===== src/rtl/psq_pkg.sv =====
package psq_pkg;

    localparam int PC_W     = 6;
    localparam int PM_AW    = 4;
    localparam int PM_DEPTH = 1 << PM_AW;
    localparam int N_ENT    = 4;
    localparam int CFG_AW   = 6;
    localparam int RG_W     = CFG_AW - PM_AW;
    localparam int OP_W     = 4;
    localparam int RF_AW    = 3;
    localparam int UNIT_W   = 4;

    typedef logic [PC_W-1:0] pc_t;

    typedef struct packed {
        logic [OP_W-1:0]   op;
        logic              rf_re;
        logic              rf_we;
        logic [RF_AW-1:0]  rf_ra;
        logic [RF_AW-1:0]  rf_wa;
        logic [UNIT_W-1:0] unit_en;
    } ctrl_t;

    localparam int CTRL_W = $bits(ctrl_t);

    typedef struct packed {
        pc_t   nxt;
        ctrl_t ctrl;
    } pword_t;

    localparam int CFG_DW = $bits(pword_t);

    typedef struct packed {
        logic valid;
        pc_t  tgt;
        pc_t  at;
    } entry_t;

    localparam int ENT_W = $bits(entry_t);

    localparam pc_t   PC_TERM  = '1;
    localparam pc_t   PC_FIRST = pc_t'(1);
    localparam ctrl_t CTRL_NOP = '0;

    localparam logic [RG_W-1:0] RG_PM  = RG_W'(0);
    localparam logic [RG_W-1:0] RG_ENT = RG_W'(1);
    localparam logic [RG_W-1:0] RG_BND = RG_W'(2);

    function automatic entry_t to_entry(input logic [CFG_DW-1:0] d);
        return entry_t'(d[ENT_W-1:0]);
    endfunction

endpackage


===== src/rtl/psq_cfg_store.sv =====
module psq_cfg_store
    import psq_pkg::*;
(
    input  logic              clk,
    input  logic              rst,
    input  logic              wr_ok,
    input  logic              cfg_we,
    input  logic [CFG_AW-1:0] cfg_addr,
    input  logic [CFG_DW-1:0] cfg_wdata,
    input  logic [PM_AW-1:0]  rd_idx,
    output pword_t            pm_word,
    output entry_t            entries [N_ENT],
    output pc_t               boundary
);

    logic [RG_W-1:0]  region;
    logic [PM_AW-1:0] slot;
    logic             wr;

    assign region = cfg_addr[CFG_AW-1:PM_AW];
    assign slot   = cfg_addr[PM_AW-1:0];
    assign wr     = cfg_we & wr_ok;

    pword_t mem [PM_DEPTH];

    always_ff @(posedge clk) begin
        if (wr && region == RG_PM) begin
            mem[slot] <= pword_t'(cfg_wdata);
        end
    end

    assign pm_word = mem[rd_idx];

    for (genvar k = 0; k < N_ENT; k++) begin : g_ent
        always_ff @(posedge clk) begin
            if (rst) begin
                entries[k] <= '0;
            end else if (wr && region == RG_ENT && slot == PM_AW'(k)) begin
                entries[k] <= to_entry(cfg_wdata);
            end
        end
    end

    always_ff @(posedge clk) begin
        if (rst) begin
            boundary <= '1;
        end else if (wr && region == RG_BND) begin
            boundary <= cfg_wdata[PC_W-1:0];
        end
    end

endmodule


===== src/rtl/psq_match.sv =====
module psq_match
    import psq_pkg::*;
(
    input  pc_t    pc,
    input  entry_t entries [N_ENT],
    output logic   hit,
    output pc_t    tgt
);

    always_comb begin
        hit = 1'b0;
        tgt = '0;
        for (int k = N_ENT - 1; k >= 0; k--) begin
            if (entries[k].valid && entries[k].at == pc) begin
                hit = 1'b1;
                tgt = entries[k].tgt;
            end
        end
    end

endmodule


===== src/rtl/psq_step.sv =====
module psq_step
    import psq_pkg::*;
(
    input  pc_t               pc,
    input  pc_t               boundary,
    input  logic [CTRL_W-1:0] hw_ctrl,
    input  pc_t               hw_next,
    input  pword_t            pm_word,
    input  logic              hit,
    input  pc_t               tgt,
    output ctrl_t             step_ctrl,
    output pc_t               step_next
);

    logic use_patch;
    pc_t  base_next;

    assign use_patch = pc > boundary;
    assign step_ctrl = use_patch ? pm_word.ctrl : ctrl_t'(hw_ctrl);
    assign base_next = use_patch ? pm_word.nxt : hw_next;
    assign step_next = hit ? tgt : base_next;

endmodule


===== src/rtl/patch_seq.sv =====
module patch_seq
    import psq_pkg::*;
(
    input  logic              clk,
    input  logic              rst,
    input  logic              start,
    input  logic              halt,
    input  logic              cfg_we,
    input  logic [CFG_AW-1:0] cfg_addr,
    input  logic [CFG_DW-1:0] cfg_wdata,
    input  logic [CTRL_W-1:0] hw_ctrl,
    input  logic [PC_W-1:0]   hw_next,
    output logic [PC_W-1:0]   pc,
    output logic [CTRL_W-1:0] ctrl,
    output logic              done
);

    logic   running_q;
    pc_t    pc_q;
    ctrl_t  ctrl_q;
    logic   done_q;

    pword_t pm_word;
    entry_t entries [N_ENT];
    pc_t    boundary;
    logic   hit;
    pc_t    tgt;
    ctrl_t  step_ctrl;
    pc_t    step_next;

    psq_cfg_store u_store (
        .clk       (clk),
        .rst       (rst),
        .wr_ok     (~running_q),
        .cfg_we    (cfg_we),
        .cfg_addr  (cfg_addr),
        .cfg_wdata (cfg_wdata),
        .rd_idx    (pc_q[PM_AW-1:0]),
        .pm_word   (pm_word),
        .entries   (entries),
        .boundary  (boundary)
    );

    psq_match u_match (
        .pc      (pc_q),
        .entries (entries),
        .hit     (hit),
        .tgt     (tgt)
    );

    psq_step u_step (
        .pc        (pc_q),
        .boundary  (boundary),
        .hw_ctrl   (hw_ctrl),
        .hw_next   (hw_next),
        .pm_word   (pm_word),
        .hit       (hit),
        .tgt       (tgt),
        .step_ctrl (step_ctrl),
        .step_next (step_next)
    );

    always_ff @(posedge clk) begin
        if (rst) begin
            running_q <= 1'b0;
            pc_q      <= '0;
            ctrl_q    <= CTRL_NOP;
            done_q    <= 1'b0;
        end else begin
            done_q <= 1'b0;
            if (!running_q) begin
                ctrl_q <= CTRL_NOP;
                if (start) begin
                    running_q <= 1'b1;
                    pc_q      <= PC_FIRST;
                end
            end else if (halt) begin
                ctrl_q <= CTRL_NOP;
            end else begin
                ctrl_q <= step_ctrl;
                pc_q   <= step_next;
                if (step_next == PC_TERM) begin
                    running_q <= 1'b0;
                    done_q    <= 1'b1;
                end
            end
        end
    end

    assign pc   = pc_q;
    assign ctrl = ctrl_q;
    assign done = done_q;

endmodule


===== config.mk =====
export PLATFORM = sky130hd
export DESIGN_NAME = patch_seq
export DESIGN_NICKNAME = d
export VERILOG_FILES = /design/src/rtl/psq_pkg.sv /design/src/rtl/psq_cfg_store.sv /design/src/rtl/psq_match.sv /design/src/rtl/psq_step.sv /design/src/rtl/patch_seq.sv
export SDC_FILE = /design/constraint.sdc
export NUM_CORES = 1
export LEC_CHECK = 0
export BUFFER_PORTS_ARGS = -buffer_cell sky130_fd_sc_hd__clkbuf_2
export CAP_MARGIN = 25
export CORE_ASPECT_RATIO = 1.4
export CORE_MARGIN = 4
export CORE_UTILIZATION = 47
export CTS_CLUSTER_SIZE = 14
export DETAILED_ROUTE_END_ITERATION = 12
export SYNTH_ARGS = -nofsm -noshare
export SYNTH_HDL_FRONTEND = slang
export SYNTH_SLANG_ARGS = --single-unit

===== constraint.sdc =====
create_clock -name clk -period 4.1 [get_ports clk]
set_input_delay 0.615 -clock clk [delete_from_list [all_inputs] [get_ports clk]]
set_output_delay 0.615 -clock clk [all_outputs]
set_load 0.005 [all_outputs]

## Yosys cells after proc, flatten, opt, wreduce, memory -nomap -nowiden

Memory sizes are Yosys's and may differ from the RTL's. A register that Yosys moved wholly into a read port is not among the register bits.
Cells that the tools add are included.

| storage, ports and cells | value |
|---|---|
| bits of input ports | 55 |
| register bits | 82 |
| memory bits (writable) | 352 |
| memories kept | 1 |

| operators by class | value |
|---|---|
| eq/ne operators | 11 |
| bitwise gates (word level) | 2 |
| reductions and logical operators | 16 |
| order comparisons | 1 |
| mux-type cells | 23 |

Memory list:

| memory | words | width | rd ports | clocked after Yosys merged registers in | wr ports | line | RTL |
|---|---|---|---|---|---|---|---|
| u_store.mem | 16 | 22 | 1 | 1 | 1 | psq_cfg_store.sv:24 | `pword_t mem [PM_DEPTH];` |

Operator list:

| operator | count |
|---|---|
| 2-to-1 mux 6 bit | 9 |
| == test 6 bit | 4 |
| 2-to-1 mux 16 bit | 1 |
| logical AND 1 bit | 11 |
| 2-to-1 mux 1 bit | 11 |
| == test 4 x 2 -> 1 bit, second input constant | 2 |
| 2-to-1 mux 4 bit | 2 |
| == test 6 bit, second input constant | 1 |
| > comparator 6 bit | 1 |
| == test 4 x 1 -> 1 bit, second input constant | 1 |
| logical NOT 4 bit | 1 |
| OR reduction 3 bit | 1 |
| == test 2 x 1 -> 1 bit, second input constant | 1 |
| == test 2 bit, second input constant | 1 |
| logical NOT 2 bit | 1 |
| != test 2 bit, second input constant | 1 |
| AND reduction 2 bit | 1 |
| nonzero test 2 bit | 1 |
| bitwise AND 1 bit | 1 |
| inverter 1 bit | 1 |

## Longest topological paths before layout

| logic depth | value |
|---|---|
| depth after elaboration | 11 |
| gate-level depth with buffers | 11 |
| depth with buffers taken out | 10 |

## Hierarchy

From an unflattened synthesis, not the netlist that was laid out.

| unflattened totals | value |
|---|---|
| cell total of the unflattened synthesis | 1062 |
| area, all modules | 17833.4 um^2 |

Modules (own cells, without submodules):

| module | area each (um^2) | instances | seq. area each (um^2) | cells each |
|---|---|---|---|---|
| psq_cfg_store | 15843.9 | 1 | 11731.3 | 845 |
| patch_seq | 795.8 | 1 | 480.5 | 70 |
| psq_match | 616.8 | 1 | 0.0 | 83 |
| psq_step | 576.8 | 1 | 0.0 | 64 |

## Worst setup path after synthesis

OpenSTA, ideal clock, no wires.

| timing path | value |
|---|---|
| path type | input to register |
| from | input port cfg_we |
| to | memory u_store.mem[8][0] in the netlist's numbering, enable pin |
| setup time | 429 ps |
| data arrival time | 2644 ps |
| required time | 3671 ps |
| stages on the path | 4 |
| path slack | 1027 ps |
| cell sequence | nor2b_1 -> and3b_1 -> nand2_1 -> nor3_1 |

| on the way | value |
|---|---|
| word-level cells in the longest chain between the ends | 4 |

RTL lines:

| element | line | RTL |
|---|---|---|
| from (decl) | patch_seq.sv:8 | `input logic cfg_we,` |
| bitwise AND 1 bit | psq_cfg_store.sv:22 | `assign wr = cfg_we & wr_ok;` |
| logical AND 1 bit | psq_cfg_store.sv:27 | `if (wr && region == RG_PM) begin` |
| 2-to-1 mux 1 bit | psq_cfg_store.sv:27 |  |
| 2-to-1 mux 1 bit (not written as such) | psq_cfg_store.sv:28 | `mem[slot] <= pword_t'(cfg_wdata);` |
| to (decl) | psq_cfg_store.sv:24 |  |

No other way between the ends.

## Worst setup path in the final report

| timing path | value |
|---|---|
| from | register pc_q[0], in the netlist pc[0] |
| to | register running_q |

| on the way | value |
|---|---|
| word-level cells in the longest chain between the ends | 11 |
| elaborated cells on any way between the ends | 23 |

RTL lines:

| element | line | RTL |
|---|---|---|
| from (decl) | patch_seq.sv:19 | `pc_t pc_q;` |
| from (signal assigned) | patch_seq.sv:81 | `pc_q <= step_next;` |
| == test 6 bit | psq_match.sv:14 | `if (entries[k].valid && entries[k].at == pc) begin` |
| logical AND 1 bit | psq_match.sv:14 |  |
| 2-to-1 mux 6 bit / 2-to-1 mux 1 bit (equally long branches) (4 in a row) | psq_match.sv:14 |  |
| 2-to-1 mux 6 bit * | psq_step.sv:21 | `assign step_next = hit ? tgt : base_next;` |
| == test 6 bit * | patch_seq.sv:82 | `if (step_next == PC_TERM) begin` |
| 2-to-1 mux 1 bit * | patch_seq.sv:82 |  |
| 2-to-1 mux 1 bit * | patch_seq.sv:77 | `end else if (halt) begin` |
| 2-to-1 mux 1 bit * | patch_seq.sv:71 | `if (!running_q) begin` |
| to (signal assigned) | patch_seq.sv:65 | `running_q <= 1'b0;` |
| to (signal assigned) | patch_seq.sv:74 | `running_q <= 1'b1;` |
| to (signal assigned) | patch_seq.sv:83 | `running_q <= 1'b0;` |
| to (decl) | patch_seq.sv:18 | `logic running_q;` |

Mark *: on every way between the ends. The rest lies on a longest branch, timed or not.
A chain may end at the register's enable or synchronous reset.

==> insert_results.sql <==
INSERT INTO impl_metrics (metric_group, metric, value, unit) VALUES
('timing', 'worst-slew-pin-transition', '1.005', 'ns'),
('grt', 'grt_first_pass_wirelength', '60.21', 'mm'),
('logic_synthesis', 'ys_top_cells_by_area', 'sky130_fd_sc_hd__edfxtp_1 62%, sky130_fd_sc_hd__mux4_2 13%, sky130_fd_sc_hd__dfxtp_1 10%', ''),
('logic_synthesis', 'syn-cell-area', '17110', 'um^2'),
('logic_synthesis', 'postSynthNetCount', '1052', ''),
('final_layout', 'final_layout_size_suffix_gt1_frac', '0.2682', ''),
('final_layout', 'multi_input_comb_area', '4528', 'um^2'),
('clock_network', 'post_cts_resized', '0', ''),
('worst_setup_path', 'start_kind', 'register', ''),
('routing', 'routed_wire_length_per_instance', '25.39', 'um'),
('logic_synthesis', 'synth.yosys.seq_area_share', '0.7182', ''),
('placed_design', 'gpl.final_weighted_congestion', '0.8903', ''),
('clock_network', 'cts.hold.buffers_added', '0', ''),
('timing', 'post-route-min-period', '2.970', 'ns'),
('floorplan', 'std_cell_rows', '82', ''),
('timing', 'setup_tns', '0', 'ns'),
('logic_synthesis', 'synth_cells', '991', ''),
('pwr', 'leakage_power_total', '6.431', 'nW'),
('floorplan', 'initial_core_util', '0.4766', ''),
('final_layout', 'utilization', '0.5428', ''),
('floorplan', 'fp.dieW', '169.3', 'um'),
('final_layout', 'layout_commonest_cell', 'sky130_fd_sc_hd__edfxtp_1', ''),
('floorplan', 'floorplan.die.height', '233.8', 'um'),
('worst_setup_path', 'cp-end-kind', 'register', ''),
('routing', 'route.detailed.drc', '0', ''),
('pwr', 'power.density_cell_area', '458.3', 'nW/um^2'),
('logic_synthesis', 'postSynthAreaPerCell', '17.27', 'um^2'),
('grt', 'antenna_found_initial', '0', ''),
('logic_synthesis', 'synth-edff-count', '352', ''),
('grt', 'pin_count_of_the_biggest_net_entering_global_routing', '67', ''),
('worst_setup_path', 'cp_max_fo', '13', ''),
('routing', 'avgViaCountPerCell', '5.702', ''),
('timing', 'hold_violations', '0', ''),
('floorplan', 'fp.dieArea', '39570', 'um^2'),
('status', 'run_status', 'complete, no violations', ''),
('timing', 'max_freq', '336.7', 'MHz'),
('logic_synthesis', 'async_flop_share', '0', ''),
('routing', 'detailroute.via_count', '9061', ''),
('pwr', 'power.ir.vdd_worst', '0.2871', 'mV'),
('routing', 'totalWireLength', '40.35', 'mm'),
('clock_network', 'total_clock_buffers_created_by_cts', '42', ''),
('clock_network', 'clk_root_buffer_cell', 'sky130_fd_sc_hd__clkbuf_16', ''),
('worst_setup_path', 'reg2reg_slack', '1.13', 'ns'),
('final_layout', 'final_nets', '1155', ''),
('clock_network', 'worst_skew_pair.late_latency', '0.54', 'ns'),
('final_layout', 'sequential_standard_cell_area', '12300', 'um^2'),
('placed_design', 'dp_hpwl', '24.72', 'mm'),
('grt', 'grt_use_total', '0.2066', ''),
('clock_network', 'deepest_level_of_the_cts_h_tree', '2', ''),
('logic_synthesis', 'synth.ff_latch_count', '438', ''),
('grt', 'grt_pass1_vias', '9349', ''),
('logic_synthesis', 'yosys_warning_count', '0', ''),
('timing', 'maxSlewViolCount', '0', ''),
('min_path', 'hold_class', 'primary input to register', ''),
('placed_design', 'port_buffers', '77', ''),
('clock_network', 'cts_setup_buffers', '0', ''),
('timing', 'ratio_of_final_minimum_period_to_clock_period', '0.7243', ''),
('placed_design', 'dp_cells', '1510', ''),
('worst_setup_path', 'timing.setup.critical_path_class', 'register to register', ''),
('clock_network', 'tritoncts', 'done', ''),
('logic_synthesis', 'leading_register_cell_type_out_of_synthesis', 'sky130_fd_sc_hd__edfxtp_1', ''),
('floorplan', 'boundaryPins', '78', ''),
('routing', 'initialDrtViolationCount', '688', ''),
('clock_network', 'cts.sinks', '438', ''),
('final_layout', 'post_layout_nonfiller_instances', '1589', ''),
('worst_setup_path', 'cp.required', '4.53', 'ns'),
('logic_synthesis', 'number_of_distinct_standard_cells_referenced_by_the_synthesized_netlist', '46', ''),
('worst_setup_path', 'arrival_time_at_the_worst_endpoint', '3.40', 'ns'),
('timing', 'finClkSkew', '0.01832', 'ns'),
('final_layout', 'layout_common_cells', '352 x sky130_fd_sc_hd__edfxtp_1, 119 x sky130_fd_sc_hd__nand2_1, 102 x sky130_fd_sc_hd__mux4_2', ''),
('logic_synthesis', 'yosys.area.top_type', 'sky130_fd_sc_hd__edfxtp_1', '');
cell usage after synthesis, types with 2 or more instances:
master / count
sky130_fd_sc_hd__a221oi_1: 2
sky130_fd_sc_hd__a21o_1: 2
sky130_fd_sc_hd__nand2b_1: 8
sky130_fd_sc_hd__mux2i_1: 20
sky130_fd_sc_hd__xnor2_1: 17
sky130_fd_sc_hd__buf_1: 6
sky130_fd_sc_hd__o221ai_1: 4
sky130_fd_sc_hd__nor4_1: 2
sky130_fd_sc_hd__or2_1: 2
sky130_fd_sc_hd__nor2_1: 51
sky130_fd_sc_hd__o21ai_0: 4
sky130_fd_sc_hd__mux4_2: 102
sky130_fd_sc_hd__nor2b_1: 3
sky130_fd_sc_hd__a22oi_1: 12
sky130_fd_sc_hd__clkbuf_1: 23
sky130_fd_sc_hd__mux2_2: 2
sky130_fd_sc_hd__nand3_1: 5
sky130_fd_sc_hd__nand2_1: 119
sky130_fd_sc_hd__a211o_1: 7
sky130_fd_sc_hd__or3_1: 3
sky130_fd_sc_hd__buf_4: 2
sky130_fd_sc_hd__dfxtp_1: 86
sky130_fd_sc_hd__buf_6: 14
sky130_fd_sc_hd__buf_2: 7
sky130_fd_sc_hd__nor3_1: 10
sky130_fd_sc_hd__inv_1: 16
sky130_fd_sc_hd__xor2_1: 7
sky130_fd_sc_hd__o22ai_1: 3
sky130_fd_sc_hd__edfxtp_1: 352
sky130_fd_sc_hd__ha_1: 6
sky130_fd_sc_hd__nand4_1: 6
sky130_fd_sc_hd__a21oi_1: 68
sky130_fd_sc_hd__or2_2: 5
sky130_fd_sc_hd__a221o_1: 3
worst paths after layout:
check | end | cells past startpoint | startpoint
min | ctrl[7] | 3 | hw_ctrl[7]
min reg2reg | u_store.entries[45] | 2 | u_store.entries[45]
max reg2reg | running_q | 11 | pc[0]
max | running_q | 11 | pc[0]
cell type report:
type / count / share of cell area
Antenna cell: 1 / 0.0001284
Clock buffer: 53 / 0.05765
Clock inverter: 23 / 0.008345
Inverter: 17 / 0.003274
Multi-Input combinational cell: 484 / 0.2323
Sequential cell: 438 / 0.6310
Tap cell: 462 / 0.02966
Timing Repair Buffer: 111 / 0.03762
registers in the layout, indices dropped and copies added (netlist names), named ones only:
register and flops:
u_store.mem 352, u_store.entries 52, ctrl 16, pc 6, u_store.boundary 6, done 1
running_q 1
per-stage QoR:
step	setup WS [ns]	hold slack, ns	total power, mW	area [um^2]
6_report	1.130	0.3031	8.933	19490
5_1_grt	0.9477	0.3152	9.231	19490
4_1_cts	1.007	0.2819	9.024	19470
3_5_place_dp	1.041	0.4469	5.377	18180
3_3_place_gp	1.115	0.4406	5.372	18100
2_1_floorplan	1.027	0.4310	5.219	17110
cells by family (layout without fill, tap and decap cells):
kind of cell,count (synthesis),in the layout,synth area share
AOI/OAI and AO/OA,110,110,0.03955
xor gates and xnor gates,24,24,0.01228
adders and majority gates,6,6,0.004386
buffers and inverters,69,204,0.02222
DFF,438,438,0.7182
muxes,124,124,0.1472
other,0,1,0
and+or+nand+nor,220,220,0.05608
worst max-delay path, cell delays in order (launching register included):
cell,delay (ns)
sky130_fd_sc_hd__dfxtp_1,0.56
sky130_fd_sc_hd__inv_1,0.16
sky130_fd_sc_hd__ha_1,0.22
sky130_fd_sc_hd__nand2b_1,0.13
sky130_fd_sc_hd__a21oi_1,0.23
sky130_fd_sc_hd__o32ai_4,0.18
sky130_fd_sc_hd__buf_6,0.21
sky130_fd_sc_hd__nor3_1,0.40
sky130_fd_sc_hd__a21oi_1,0.07
sky130_fd_sc_hd__o21ai_0,0.30
sky130_fd_sc_hd__nand2_1,0.12
sky130_fd_sc_hd__o31a_1,0.26
power breakdown:
| group | leakage, nW | switching (mW) | internal [mW] |
|---|---|---|---|
| logic | 1.93 | 0.221 | 0.194 |
| clock network | 0.635 | 1.59 | 2.07 |
| registers | 3.86 | 0.0410 | 4.82 |
per-layer routing:
metal,share of wire,track usage,vias to the layer above
met5,0,0,-
met4,0.028,0.06167,0
met3,0.047,0.03002,67
met2,0.51,0.3519,264
met1,0.42,0.2793,4675
li1,-,-,4055
Power figures use the tool's default switching activity.
